### config.mk
export PLATFORM = sky130hd
export DESIGN_NAME = epr_ctrl
export DESIGN_NICKNAME = d
export VERILOG_FILES = /design/src/rtl/epr_pkg.sv /design/src/rtl/epr_sync.sv /design/src/rtl/epr_exit_filter.sv /design/src/rtl/epr_trig_gate.sv /design/src/rtl/epr_ctrl.sv
export SDC_FILE = /design/constraint.sdc
export NUM_CORES = 1
export LEC_CHECK = 0
export BUFFER_PORTS_ARGS = -buffer_cell sky130_fd_sc_hd__buf_2
export CAP_MARGIN = 10
export CORE_ASPECT_RATIO = 2
export CORE_MARGIN = 2
export CORE_UTILIZATION = 42
export CTS_CLUSTER_DIAMETER = 120
export DETAILED_ROUTE_END_ITERATION = 8
export HOLD_SLACK_MARGIN = 0.05
export PLACE_DENSITY = 0.86
export SLEW_MARGIN = 20
export SYNTH_ARGS = -nofsm -noshare
export SYNTH_HDL_FRONTEND = slang
export SYNTH_SLANG_ARGS = --single-unit
### constraint.sdc
create_clock -name clk -period 0.95 [get_ports clk]
set_input_delay 0.095 -clock clk [delete_from_list [all_inputs] [get_ports clk]]
set_output_delay 0.095 -clock clk [all_outputs]
set_load 0.01 [all_outputs]
### src/rtl/epr_pkg.sv
package epr_pkg;
  typedef enum logic [1:0] {
    SUP_NONE = 2'b00,
    SUP_DEV  = 2'b01,
    SUP_ALL  = 2'b10,
    SUP_RSV  = 2'b11
  } sup_e;

  localparam logic [1:0] ADDR_STS = 2'd0;
  localparam logic [1:0] ADDR_CTL = 2'd1;
  localparam logic [1:0] ADDR_CAP = 2'd2;

  localparam int REG_W        = 32;
  localparam int STS_DET_BIT  = 6;
  localparam int CTL_REQ_BIT  = 11;
  localparam int CAP_SUP_LSB  = 24;
  localparam int CAP_INIT_BIT = 26;
endpackage

### src/rtl/epr_sync.sv
module epr_sync #(
  parameter int   STAGES  = 2,
  parameter logic RST_VAL = 1'b0
) (
  input  logic clk,
  input  logic rst_n,
  input  logic d_async,
  output logic q
);
  logic [STAGES-1:0] sh_q;
  logic [STAGES-1:0] sh_d;

  always_comb sh_d = {sh_q[STAGES-2:0], d_async};

  always_ff @(posedge clk or negedge rst_n) begin
    if (!rst_n) sh_q <= {STAGES{RST_VAL}};
    else        sh_q <= sh_d;
  end

  assign q = sh_q[STAGES-1];
endmodule

### src/rtl/epr_exit_filter.sv
module epr_exit_filter #(
  parameter int EXIT_CYC = 50000
) (
  input  logic clk,
  input  logic rst_n,
  input  logic act_in,
  output logic act_out
);
  localparam int CW = $clog2(EXIT_CYC + 1);
  localparam logic [CW-1:0] LAST = CW'(EXIT_CYC - 1);

  logic          hold_q, hold_d;
  logic [CW-1:0] cnt_q, cnt_d;
  logic          cnt_en;

  always_comb begin
    hold_d = hold_q;
    cnt_d  = cnt_q;
    cnt_en = 1'b0;
    if (act_in) begin
      hold_d = 1'b1;
      cnt_d  = '0;
      cnt_en = 1'b1;
    end else if (hold_q) begin
      cnt_en = 1'b1;
      if (cnt_q == LAST) begin
        hold_d = 1'b0;
        cnt_d  = '0;
      end else begin
        cnt_d = cnt_q + 1'b1;
      end
    end
  end

  always_ff @(posedge clk or negedge rst_n) begin
    if (!rst_n) begin
      hold_q <= 1'b0;
      cnt_q  <= '0;
    end else begin
      hold_q <= hold_d;
      if (cnt_en) cnt_q <= cnt_d;
    end
  end

  // entry passes straight through, release is held
  assign act_out = act_in | hold_q;
endmodule

### src/rtl/epr_trig_gate.sv
module epr_trig_gate
  import epr_pkg::*;
(
  input  logic [1:0] sup,
  input  logic       init_req,
  input  logic       pin_act,
  input  logic       sw_req,
  input  logic       vendor_req,
  input  logic       auto_req,
  output logic       cause,
  output logic       sw_en
);
  sup_e sup_eff;
  logic pin_en, dev_en;

  always_comb begin
    sup_eff = (sup_e'(sup) == SUP_RSV) ? SUP_NONE : sup_e'(sup);
    pin_en  = (sup_eff == SUP_ALL);
    sw_en   = (sup_eff != SUP_NONE);
    dev_en  = sw_en | ~init_req;
    cause   = (pin_en & pin_act) | (sw_en & sw_req) |
              (dev_en & (vendor_req | auto_req));
  end
endmodule

### src/rtl/epr_ctrl.sv
module epr_ctrl
  import epr_pkg::*;
#(
  parameter int SYNC_STAGES = 2,
  parameter int EXIT_CYC    = 50000
) (
  input  logic             clk,
  input  logic             rst_n,
  input  logic             brake_n,
  input  logic             vendor_req,
  input  logic             auto_req,
  input  logic [1:0]       strap_support,
  input  logic             strap_init,
  input  logic             reg_wr,
  input  logic [1:0]       reg_addr,
  input  logic [REG_W-1:0] reg_wdata,
  output logic [REG_W-1:0] reg_rdata,
  output logic             reduce_state,
  output logic             reinit_req
);
  logic rst_s_n;
  logic brake_s_n, pin_act, pin_f;
  logic cause, sw_en;

  logic       cap_valid_q, cap_valid_d;
  logic [1:0] cap_sup_q, cap_sup_d;
  logic       cap_init_q, cap_init_d;
  logic       cap_en;
  logic       sw_req_q, sw_req_d, sw_we;
  logic       det_q, det_d;
  logic       reduce_q, reinit_q, reinit_d;
  logic       w1c;
  logic       unused_wdata;

  epr_sync #(.STAGES(SYNC_STAGES), .RST_VAL(1'b0)) u_rst_sync (
    .clk(clk), .rst_n(rst_n), .d_async(1'b1), .q(rst_s_n));

  epr_sync #(.STAGES(SYNC_STAGES), .RST_VAL(1'b1)) u_brake_sync (
    .clk(clk), .rst_n(rst_s_n), .d_async(brake_n), .q(brake_s_n));

  assign pin_act = ~brake_s_n;

  epr_exit_filter #(.EXIT_CYC(EXIT_CYC)) u_filter (
    .clk(clk), .rst_n(rst_s_n), .act_in(pin_act), .act_out(pin_f));

  epr_trig_gate u_gate (
    .sup(cap_sup_q), .init_req(cap_init_q), .pin_act(pin_f),
    .sw_req(sw_req_q), .vendor_req(vendor_req), .auto_req(auto_req),
    .cause(cause), .sw_en(sw_en));

  always_comb begin
    cap_en      = ~cap_valid_q;
    cap_valid_d = 1'b1;
    cap_sup_d   = strap_support;
    cap_init_d  = strap_init;

    sw_we    = reg_wr & (reg_addr == ADDR_CTL) & sw_en;
    sw_req_d = reg_wdata[CTL_REQ_BIT];

    w1c = reg_wr & (reg_addr == ADDR_STS) & reg_wdata[STS_DET_BIT];
    if (cause | reduce_q) det_d = 1'b1;
    else if (w1c)         det_d = 1'b0;
    else                  det_d = det_q;

    reinit_d = reduce_q & ~cause & cap_init_q;
  end

  always_ff @(posedge clk or negedge rst_s_n) begin
    if (!rst_s_n) begin
      cap_valid_q <= 1'b0;
      cap_sup_q   <= 2'b00;
      cap_init_q  <= 1'b0;
      sw_req_q    <= 1'b0;
      det_q       <= 1'b0;
      reduce_q    <= 1'b0;
      reinit_q    <= 1'b0;
    end else begin
      if (cap_en) begin
        cap_valid_q <= cap_valid_d;
        cap_sup_q   <= cap_sup_d;
        cap_init_q  <= cap_init_d;
      end
      if (sw_we) sw_req_q <= sw_req_d;
      det_q    <= det_d;
      reduce_q <= cause;
      reinit_q <= reinit_d;
    end
  end

  always_comb begin
    reg_rdata = '0;
    unique case (reg_addr)
      ADDR_STS: reg_rdata[STS_DET_BIT] = det_q & sw_en;
      ADDR_CTL: reg_rdata[CTL_REQ_BIT] = sw_req_q & sw_en;
      ADDR_CAP: begin
        reg_rdata[CAP_SUP_LSB +: 2] = cap_sup_q;
        reg_rdata[CAP_INIT_BIT]     = cap_init_q;
      end
      default: reg_rdata = '0;
    endcase
  end

  assign unused_wdata = ^reg_wdata;
  assign reduce_state = reduce_q;
  assign reinit_req   = reinit_q;
endmodule

==> results of run 1 <==
==> sequential cells by signal (all words and copies together) (netlist names) <==
signal	cells
cap_valid_q	1
cap_sup_q	2
reduce_state	1
sw_req_q	1
u_brake_sync.sh_q	2
u_filter.cnt_q	16
reinit_req	1
cap_init_q	1
det_q	1
u_rst_sync.sh_q	2
u_filter.hold_q	1
==> cell usage after synthesis, drive strengths merged (3+ instances only) <==
| cell | count | area [sq um] |
|---|---|---|
| a21o | 5 | 37.5 |
| a21oi | 3 | 15.0 |
| a22o | 5 | 43.8 |
| and2 | 4 | 25.0 |
| and3 | 3 | 18.8 |
| buf | 29 | 215 |
| dfrtp | 27 | 676 |
| inv | 5 | 18.8 |
| mux2 | 4 | 45.0 |
| nand2 | 10 | 37.5 |
| nand3 | 5 | 25.0 |
| nand4 | 3 | 18.8 |
| nor2 | 7 | 28.8 |
| nor3 | 6 | 30.0 |
| nor4 | 6 | 43.8 |
| nor4b | 6 | 52.6 |
| o31ai | 8 | 60.1 |
| xor2 | 3 | 26.3 |
==> routing by layer <==
layer  vias to the layer above  GRT usage  share of wire
met5                         -          0              0
met4                         0      0.176          0.046
met3                        22     0.0663          0.040
met2                        72      0.442           0.60
met1                       815      0.236           0.32
li1                        700          -              -
==> final cells by class <==
class / instances / area [sq um]
Multi-Input combinational cell: 126 / 961
Timing Repair Buffer: 77 / 638
Inverter: 5 / 18.8
Sequential cell: 29 / 728
Clock inverter: 1 / 7.51
Fill cell: 265 / 1300
Tap cell: 51 / 63.8
Clock buffer: 7 / 86.3
==> timing repair <==
item                                    4_1_cts  5_1_grt
cloned                                        0        1
hold endpoints to repair                      7        0
endpoints found under the setup margin       26       28
hold buffers                                  6        0
buffers inserted                              1        4
gates resized for setup                      18       20
pin swaps                                     7        9
==> report_power, final <==
group / total (mW) / leakage [nW] / switching [mW] / internal (mW)
Sequential: 1.36 / 0.366 / 0.0536 / 1.30
Combinational: 0.569 / 0.830 / 0.292 / 0.276
Clock: 1.07 / 0.0445 / 0.487 / 0.588
==> final timing paths <==
path / startpoint / to / slack [ns]
setup / recovery: u_filter.cnt_q[12] / u_filter.cnt_q[8] / -0.92
hold / removal: rst_n / u_rst_sync.sh_q[1] / 0.12
setup reg to reg: u_filter.cnt_q[12] / u_filter.cnt_q[8] / -0.92
hold reg to reg: u_rst_sync.sh_q[1] / u_brake_sync.sh_q[0] / 0.22
max in group asynchronous: u_rst_sync.sh_q[1] / u_brake_sync.sh_q[1] / 0.43
min in group clk: reg_wr / sw_req_q / 0.19
==> cell families (layout without fill, tap and decap cells) <==
group,after synthesis,after routing,share of synthesized area
AO/OA/AOI/OAI,30,30,0.140
XOR/XNOR,3,3,0.0160
adder cells (fa/ha/maj),2,2,0.0152
buffers and inverters,35,90,0.144
flip-flops,29,29,0.443
multiplexers,5,5,0.0335
other,2,29,0.00456
AND/OR/NAND/NOR,57,57,0.204
==> worst reg2reg max path: cells and delay by family (launching register included) <==
| kind | cells | cell delay, ns |
|---|---|---|
| flip-flops | 1 | 0.38 |
| AND/OR/NAND/NOR | 3 | 0.85 |
| AO/OA/AOI/OAI | 1 | 0.23 |
| buffers and inverters | 2 | 0.30 |
==> impl_metrics.ini, run 1 <==
[sta]
finalSetupViolations = 29
max_freq_mhz = 535
finClkSkew_ns = 0.0113
final-max-slew-violation-count = 0
fin_crit_ns = 1.87
slew_headroom = 0.624
min_period_over_period = 1.97
worst_pin_slew_ns = 0.559
rsz0062_at_grt = true
hold_viol_final = 0
holdWs_ns = 0.121
finalSetupTns_ns = -18.32
worst_slack_ns = -0.919

[setup_path]
r2r_cells = 6
crit_path_end_kind = flop
slowest_delay_ns = 0.55
critPathTopFamily = simple AND/OR/NAND/NOR gates
worst-path-buf-inv = 2
crit_slowest_cell = or4b_4
path_cells = or4b_4 -> nor4_4 -> buf_6 -> buf_12 -> nor3_2 -> o31a_1
cp.depth = 6
cp.required_ns = 1.12
critical_path.startpoint_type = flop
cp_data_arrival_time_ns = 2.04
path_max_fanout = 6
crit_type = flop to flop

[routing]
drc_errors = 0
viasPerCell = 5.44
first_pass_iters = 4
num_vias = 1609
antenna_left = 0
first_iter_violations = 63
totalWireLength_um = 5640
post_drt_wl_per_cell_um = 19.1

[floorplan]
num_io_pins = 77
initial_core_util = 0.433
fp-row-count = 32
die_h_um = 92.5
core_sq_um = 3800
die_w_um = 48.3
die_area_sq_um = 4460

[final_layout]
area_delta_synth_final_pct = 52.2
fin_util = 0.658
stdcell_count = 296
layout_commonest_cell = buf_4
diodes = 0
fin_area_sq_um = 2500
layout.nets = 289
most-common-layout-cells = buf_4 (39), conb_1 (29), dfrtp_1 (27)
drive_gt1_frac = 0.441

[global_route]
grt_pass1_vias = 1613
grt_pass1_wl_um = 7710
antenna_found_initial = 0
grt_max_degree = 18
track_usage = 0.257
grt-ovfl-total = 0

[cts]
cts_max_path_buffers = 2
clockRootBuffer = clkbuf_8
clock_latency_ns = 0.29
htreeDepth = 2
path_clk_slew_ns = 0.06
numClockSinks = 29
tritoncts = done
cts_buffers = 5

[power]
leakage_nw = 1.24
power.total_mw = 3.00
p_per_area_nw_per_um2 = 1200
worst_ir_drop_vdd_v = 0.000770

[place]
dp.cells = 277
dp_slack_ns = -0.967
gp_congestion = 0.845
dpl.hpwl_um = 3220
io_buffers = 19
place_area_sq_um = 2130

[synth]
ys_ff_latch = 29
synth_cell_types = 40
synth_ff_type = dfrtp_1
synth_seq_area_share = 0.443
ys_warn_count = 0
avgSynthCellArea_sq_um = 10.1
syn-cell-area_sq_um = 1650
synth_edf_count = 0
syn_inst = 163
synthArstFlopShare = 1.00

[status]
violations = negative setup slack
status = complete, but fails checks

[run]
drv_cap = 0

[hold_path]
hp-class = primary input to async pin
(Power assumes the default switching activity.)
==> run 2, diff against run 1 <==
Settings changed: CORE_UTILIZATION 42 to 43, PLACE_DENSITY 0.86 to 0.87, SETUP_SLACK_MARGIN from default to 0.15, SYNTH_HIERARCHICAL from default to 1.
==> impl_metrics.ini, run 2 <==
[floorplan]
initial_core_util = 0.451
fp-row-count = 32
core_sq_um = 3880
die_h_um = 94.3
die_w_um = 49.1
die_area_sq_um = 4630
num_io_pins = 77

[sta]
finalSetupViolations = 27
hold_viol_final = 0
max_freq_mhz = 560
finClkSkew_ns = 0.00362
fin_crit_ns = 1.78
final-max-slew-violation-count = 0
worst_slack_ns = -0.835
min_period_over_period = 1.88
rsz0062_at_grt = true

[cts]
clock_latency_ns = 0.28
postCtsHoldBufs = 2
tritoncts = done
cts_max_path_buffers = 2
htreeDepth = 2
clockRootBuffer = clkbuf_8
path_clk_slew_ns = 0.06
numClockSinks = 29
cts_buffers = 5

[setup_path]
critPathTopFamily = simple AND/OR/NAND/NOR gates
path_max_fanout = 5
cp_data_arrival_time_ns = 1.92
slowest_delay_ns = 0.42
crit_start = u_filter/cnt_q[7]
crit_type = flop to flop
rr_startpoint = u_filter/cnt_q[7]
path_cells = nor4b_4 -> nand4_1 -> buf_4 -> buf_6 -> o211ai_1 -> a31oi_2
critical_path.startpoint_type = flop
worst-path-buf-inv = 2
crit_slowest_cell = dfrtp_1
cp.required_ns = 1.09
crit_path_end_kind = flop

[routing]
post_drt_wl_per_cell_um = 18.5
viasPerCell = 5.59
drc_errors = 0
num_vias = 1768
totalWireLength_um = 5830
first_pass_iters = 4
first_iter_violations = 74
antenna_left = 0

[synth]
netlist.area_leader.share = 0.385
synthTopCellsByCount = buf_4 (30), dfrtp_1 (27), a31oi_1 (14)
synthArstFlopShare = 1.00
synth_cell_types = 49
synth_seq_area_share = 0.415
synth_ff_type = dfrtp_1
ys_ff_latch = 29
synth_top_cell_by_area = dfrtp_1
ys_warn_count = 6
avgSynthCellArea_sq_um = 9.90
syn_inst = 177
syn-cell-area_sq_um = 1750
synth_area_leaders = dfrtp_1 (39%), buf_4 (13%), a31oi_1 (5.0%)
synth_most_common_cell = buf_4
synth_edf_count = 0

[final_layout]
most-common-layout-cells = buf_4 (55), conb_1 (29), dfrtp_1 (25)
diodes = 0
fin_area_sq_um = 2700
regArea_sq_um = 731
layout_commonest_cell = buf_4
area_delta_synth_final_pct = 54.0
fillers = 285
multi_input_area_sq_um = 1050
drive_gt1_frac = 0.525
top_register = u_filter/cnt_q
layout.nets = 309
largest_reg_flops = 16
fin_util = 0.695
stdcell_count = 316

[power]
combPwrFrac = 0.210
power.clock.fraction = 0.378
power.total_mw = 3.54
leakage_nw = 1.24
p_seq_frac = 0.412
worst_ir_drop_vdd_v = 0.00152
p_per_area_nw_per_um2 = 1310
p_sw_mw = 0.951
swShare = 0.269
intPower_mw = 2.59

[place]
io_buffers = 19
dp.cells = 288
dpl.hpwl_um = 3660
dp_slack_ns = -0.741
gp_congestion = 1.04
place_area_sq_um = 2150

[status]
violations = negative setup slack
status = complete, but fails checks

[hold_path]
hp-start = strap_support[0]
hp-class = primary input to flop

[global_route]
track_usage = 0.255
grt_pass1_vias = 1813
grt_max_degree = 15
grt-ovfl-total = 0
grt_pass1_wl_um = 8720
antenna_found_initial = 0

[run]
drv_cap = 0
-- run 2: power by group through the flow --
stage          sequential [mW]  clock, mW  combinational (mW)
6_report                  1.46       1.34               0.743
3_3_place_gp              1.46          0               0.474
3_5_place_dp              1.46          0               0.500
2_1_floorplan             1.44          0               0.347
5_1_grt                   1.47       1.42               0.787
4_1_cts                   1.45       1.36               0.669
-- run 2: final cells by class --
cell class / count / share of cell area
tap: 51 / 0.0236
sequential: 29 / 0.271
clock inverter: 2 / 0.0139
inverter: 8 / 0.0130
clock buffer: 6 / 0.0306
multi-input combinational: 131 / 0.389
timing repair buffer: 89 / 0.259
-- run 2: per-stage QoR --
stage | hold slack [ns] | TNS, ns
global placement | -0.121 | -10.92
global route | 0.0338 | -17.88
finish | 0.0452 | -16.51
floorplan | -0.201 | -9.64
CTS | 0.0384 | -13.38
detailed placement | -0.117 | -11.83
-- run 2: timing repair --
item,4_1_cts,5_1_grt
gates cloned,1,0
setup buffers,14,3
endpoints found under the setup margin,31,31
endpoints found under the hold margin,6,2
resized for setup,36,13
pin swaps,19,8
-- run 2: cell families (layout without fill, tap and decap cells) --
logic type	count (synthesis)	count (layout)	synth area share
muxes	4	4	0.0257
adders and majority gates	2	2	0.0143
AOI/OAI and AO/OA	31	31	0.126
buffers and inverters	44	105	0.170
other	2	29	0.00428
and+or+nand+nor	63	63	0.235
DFF	29	29	0.415
xor gates and xnor gates	2	2	0.00999
-- run 2: metal layers --
layer,track usage,vias to the layer above,wire (um)
met5,0,-,0
met4,0.214,0,456
met3,0.0398,33,366
met2,0.453,115,3130
met1,0.252,846,1880
li1,-,774,-
-- run 2: path summary, 6_finish.rpt --
kind | endpoint | slack [ns] | cells past startpoint
setup / recovery | u_filter/cnt_q[6] | -0.83 | 6
hold / removal | cap_sup_q[0] | 0.05 | 2
setup reg to reg | u_filter/cnt_q[6] | -0.83 | 6
hold reg to reg | u_filter/cnt_q[10] | 0.22 | 1
max in group asynchronous | u_brake_sync/sh_q[0] | 0.50 | 1
min in group asynchronous | u_rst_sync/sh_q[1] | 0.13 | 2
==> run 3, diff against run 2 <==
Settings changed: PLACE_DENSITY 0.87 to 0.76, RECOVER_POWER from default to 25, TNS_END_PERCENT from default to 10.
==> impl_metrics.ini, run 3 (synthesized netlist as in run 2, its figures left out) <==
[status]
status = complete, but fails checks
violations = negative setup slack

[sta]
final-max-slew-violation-count = 0
min_period_over_period = 1.66
finClkSkew_ns = 0.00263
max_freq_mhz = 632
worst_slack_ns = -0.631
hold_viol_final = 0
rsz0062_at_grt = true
fin_crit_ns = 1.58
finalSetupViolations = 26

[routing]
post_drt_wl_per_cell_um = 16.5
viasPerCell = 5.53
drc_errors = 0
first_iter_violations = 61
antenna_left = 0
totalWireLength_um = 4860
first_pass_iters = 8
num_vias = 1632

[final_layout]
drive_gt1_frac = 0.459
regArea_sq_um = 728
diodes = 0
fillers = 315
area_delta_synth_final_pct = 39.5
layout.nets = 288
most-common-layout-cells = buf_4 (38), conb_1 (29), dfrtp_1 (27)
multi_input_area_sq_um = 967
stdcell_count = 295
layout_commonest_cell = buf_4
top_register = u_filter/cnt_q
largest_reg_flops = 16
fin_area_sq_um = 2450

[cts]
cts_buffers = 5
cts_max_path_buffers = 2
numClockSinks = 29
postCtsHoldBufs = 2
clockRootBuffer = clkbuf_8
path_clk_slew_ns = 0.07
clock_latency_ns = 0.29
tritoncts = done
htreeDepth = 2

[setup_path]
timing.rr.end = u_filter/cnt_q[5]
path_max_fanout = 4
crit_path_end_kind = flop
ff2ff_setup_slack_ns = -0.63
slowest_delay_ns = 0.40
crit_slowest_cell = dfrtp_1
cp_data_arrival_time_ns = 1.75
crit_type = flop to flop
r2r_cells = 6
path_cells = nor4b_2 -> nand4_1 -> buf_4 -> buf_6 -> a31oi_1 -> o22ai_1
cp.required_ns = 1.12
critPathTopFamily = simple AND/OR/NAND/NOR gates
critical_path.startpoint_type = flop
rr_startpoint = u_filter/cnt_q[12]
worst-path-buf-inv = 2

[global_route]
grt_max_degree = 23
grt_pass1_vias = 1641
grt-ovfl-total = 0
antenna_found_initial = 0
track_usage = 0.219
grt_pass1_wl_um = 7460

[place]
place_area_sq_um = 2110
dpl.hpwl_um = 3210
dp.cells = 282
gp_congestion = 0.929
io_buffers = 19

[hold_path]
min_to = cap_sup_q[1]
hp-class = primary input to flop
hp-start = strap_support[1]
whs_path_depth = 2

[floorplan]
core_sq_um = 3880
num_io_pins = 77
die_w_um = 49.1
fp-row-count = 32
die_h_um = 94.3
initial_core_util = 0.451
die_area_sq_um = 4630

[power]
leakage_nw = 1.11
p_per_area_nw_per_um2 = 1410
worst_ir_drop_vdd_v = 0.000993
power.total_mw = 3.45

[run]
drv_cap = 0
==> run 3: changes by cell type in the layout (fill, tap and decap cells not counted), moves of 3 or more <==
cell	previous run	this run
mux2_4	4	1
buf_6	17	10
a31oi_1	7	11
buf_4	55	38
mux2_2	0	3
a31oi_2	3	0
==> run 3: cell type report <==
type                    instances  share of cell area
clock inverters                 2              0.0153
inverters                       8              0.0123
multi-input cells             131               0.395
well taps                      51              0.0261
flip-flops and latches         29               0.298
repair buffers                 68               0.219
clock buffers                   6              0.0338
==> run 3: worst max path at each step <==
stage                                   from                 end  slack [ns]  cells after the start
final                     u_filter/cnt_q[12]   u_filter/cnt_q[5]       -0.63                      6
after global routing       u_filter/cnt_q[1]  u_filter/cnt_q[13]       -0.71                      6
after CTS                  u_filter/cnt_q[1]  u_filter/cnt_q[13]       -0.60                      6
after detailed placement  u_filter/cnt_q[12]   u_filter/cnt_q[8]       -0.68                      6
after global placement    u_filter/cnt_q[13]   u_filter/cnt_q[8]       -0.67                      6
after floorplan            u_filter/cnt_q[0]  u_filter/cnt_q[13]       -0.54                      7
==> run 3: metal layers <==
layer / up-vias / routed length, um / global-route usage
met1: 783 / 1590 / 0.194
met3: 27 / 292 / 0.0334
met4: 0 / 316 / 0.183
li1: 730 / - / -
met5: - / 0 / 0
met2: 92 / 2660 / 0.414
==> run 3: timing repair <==
| item | 4_1_cts | 5_1_grt |
|---|---|---|
| setup endpoints to repair | 31 | 31 |
| gates resized for setup | 30 | 7 |
| cloned | 1 | 0 |
| pin swaps | 19 | 2 |
| setup buffers | 2 | 0 |
| endpoints found under the hold margin | 7 | 3 |
==> run 3: per-stage QoR <==
step           setup TNS [ns]  hold WS [ns]  utilization  worst slack, ns
6_report               -12.55        0.0336        0.630           -0.631
5_1_grt                -13.86        0.0361        0.630           -0.711
4_1_cts                -12.24        0.0186        0.620           -0.604
3_5_place_dp           -12.36        -0.114        0.542           -0.683
3_3_place_gp           -12.02        -0.120        0.542           -0.672
2_1_floorplan          -10.03        -0.201            -           -0.538
==> run 3: where the power goes <==
group / leakage [nW] / internal, mW / switching [mW]
registers: 0.364 / 1.33 / 0.0922
logic: 0.688 / 0.332 / 0.321
clock network: 0.0574 / 0.852 / 0.517
==> run 3: worst reg2reg max path, cell delays in order, from the launching register on <==
cell     delay, ns
dfrtp_1       0.40
nor4b_2       0.32
nand4_1       0.20
buf_4         0.20
buf_6         0.12
a31oi_1       0.13
o22ai_1       0.10
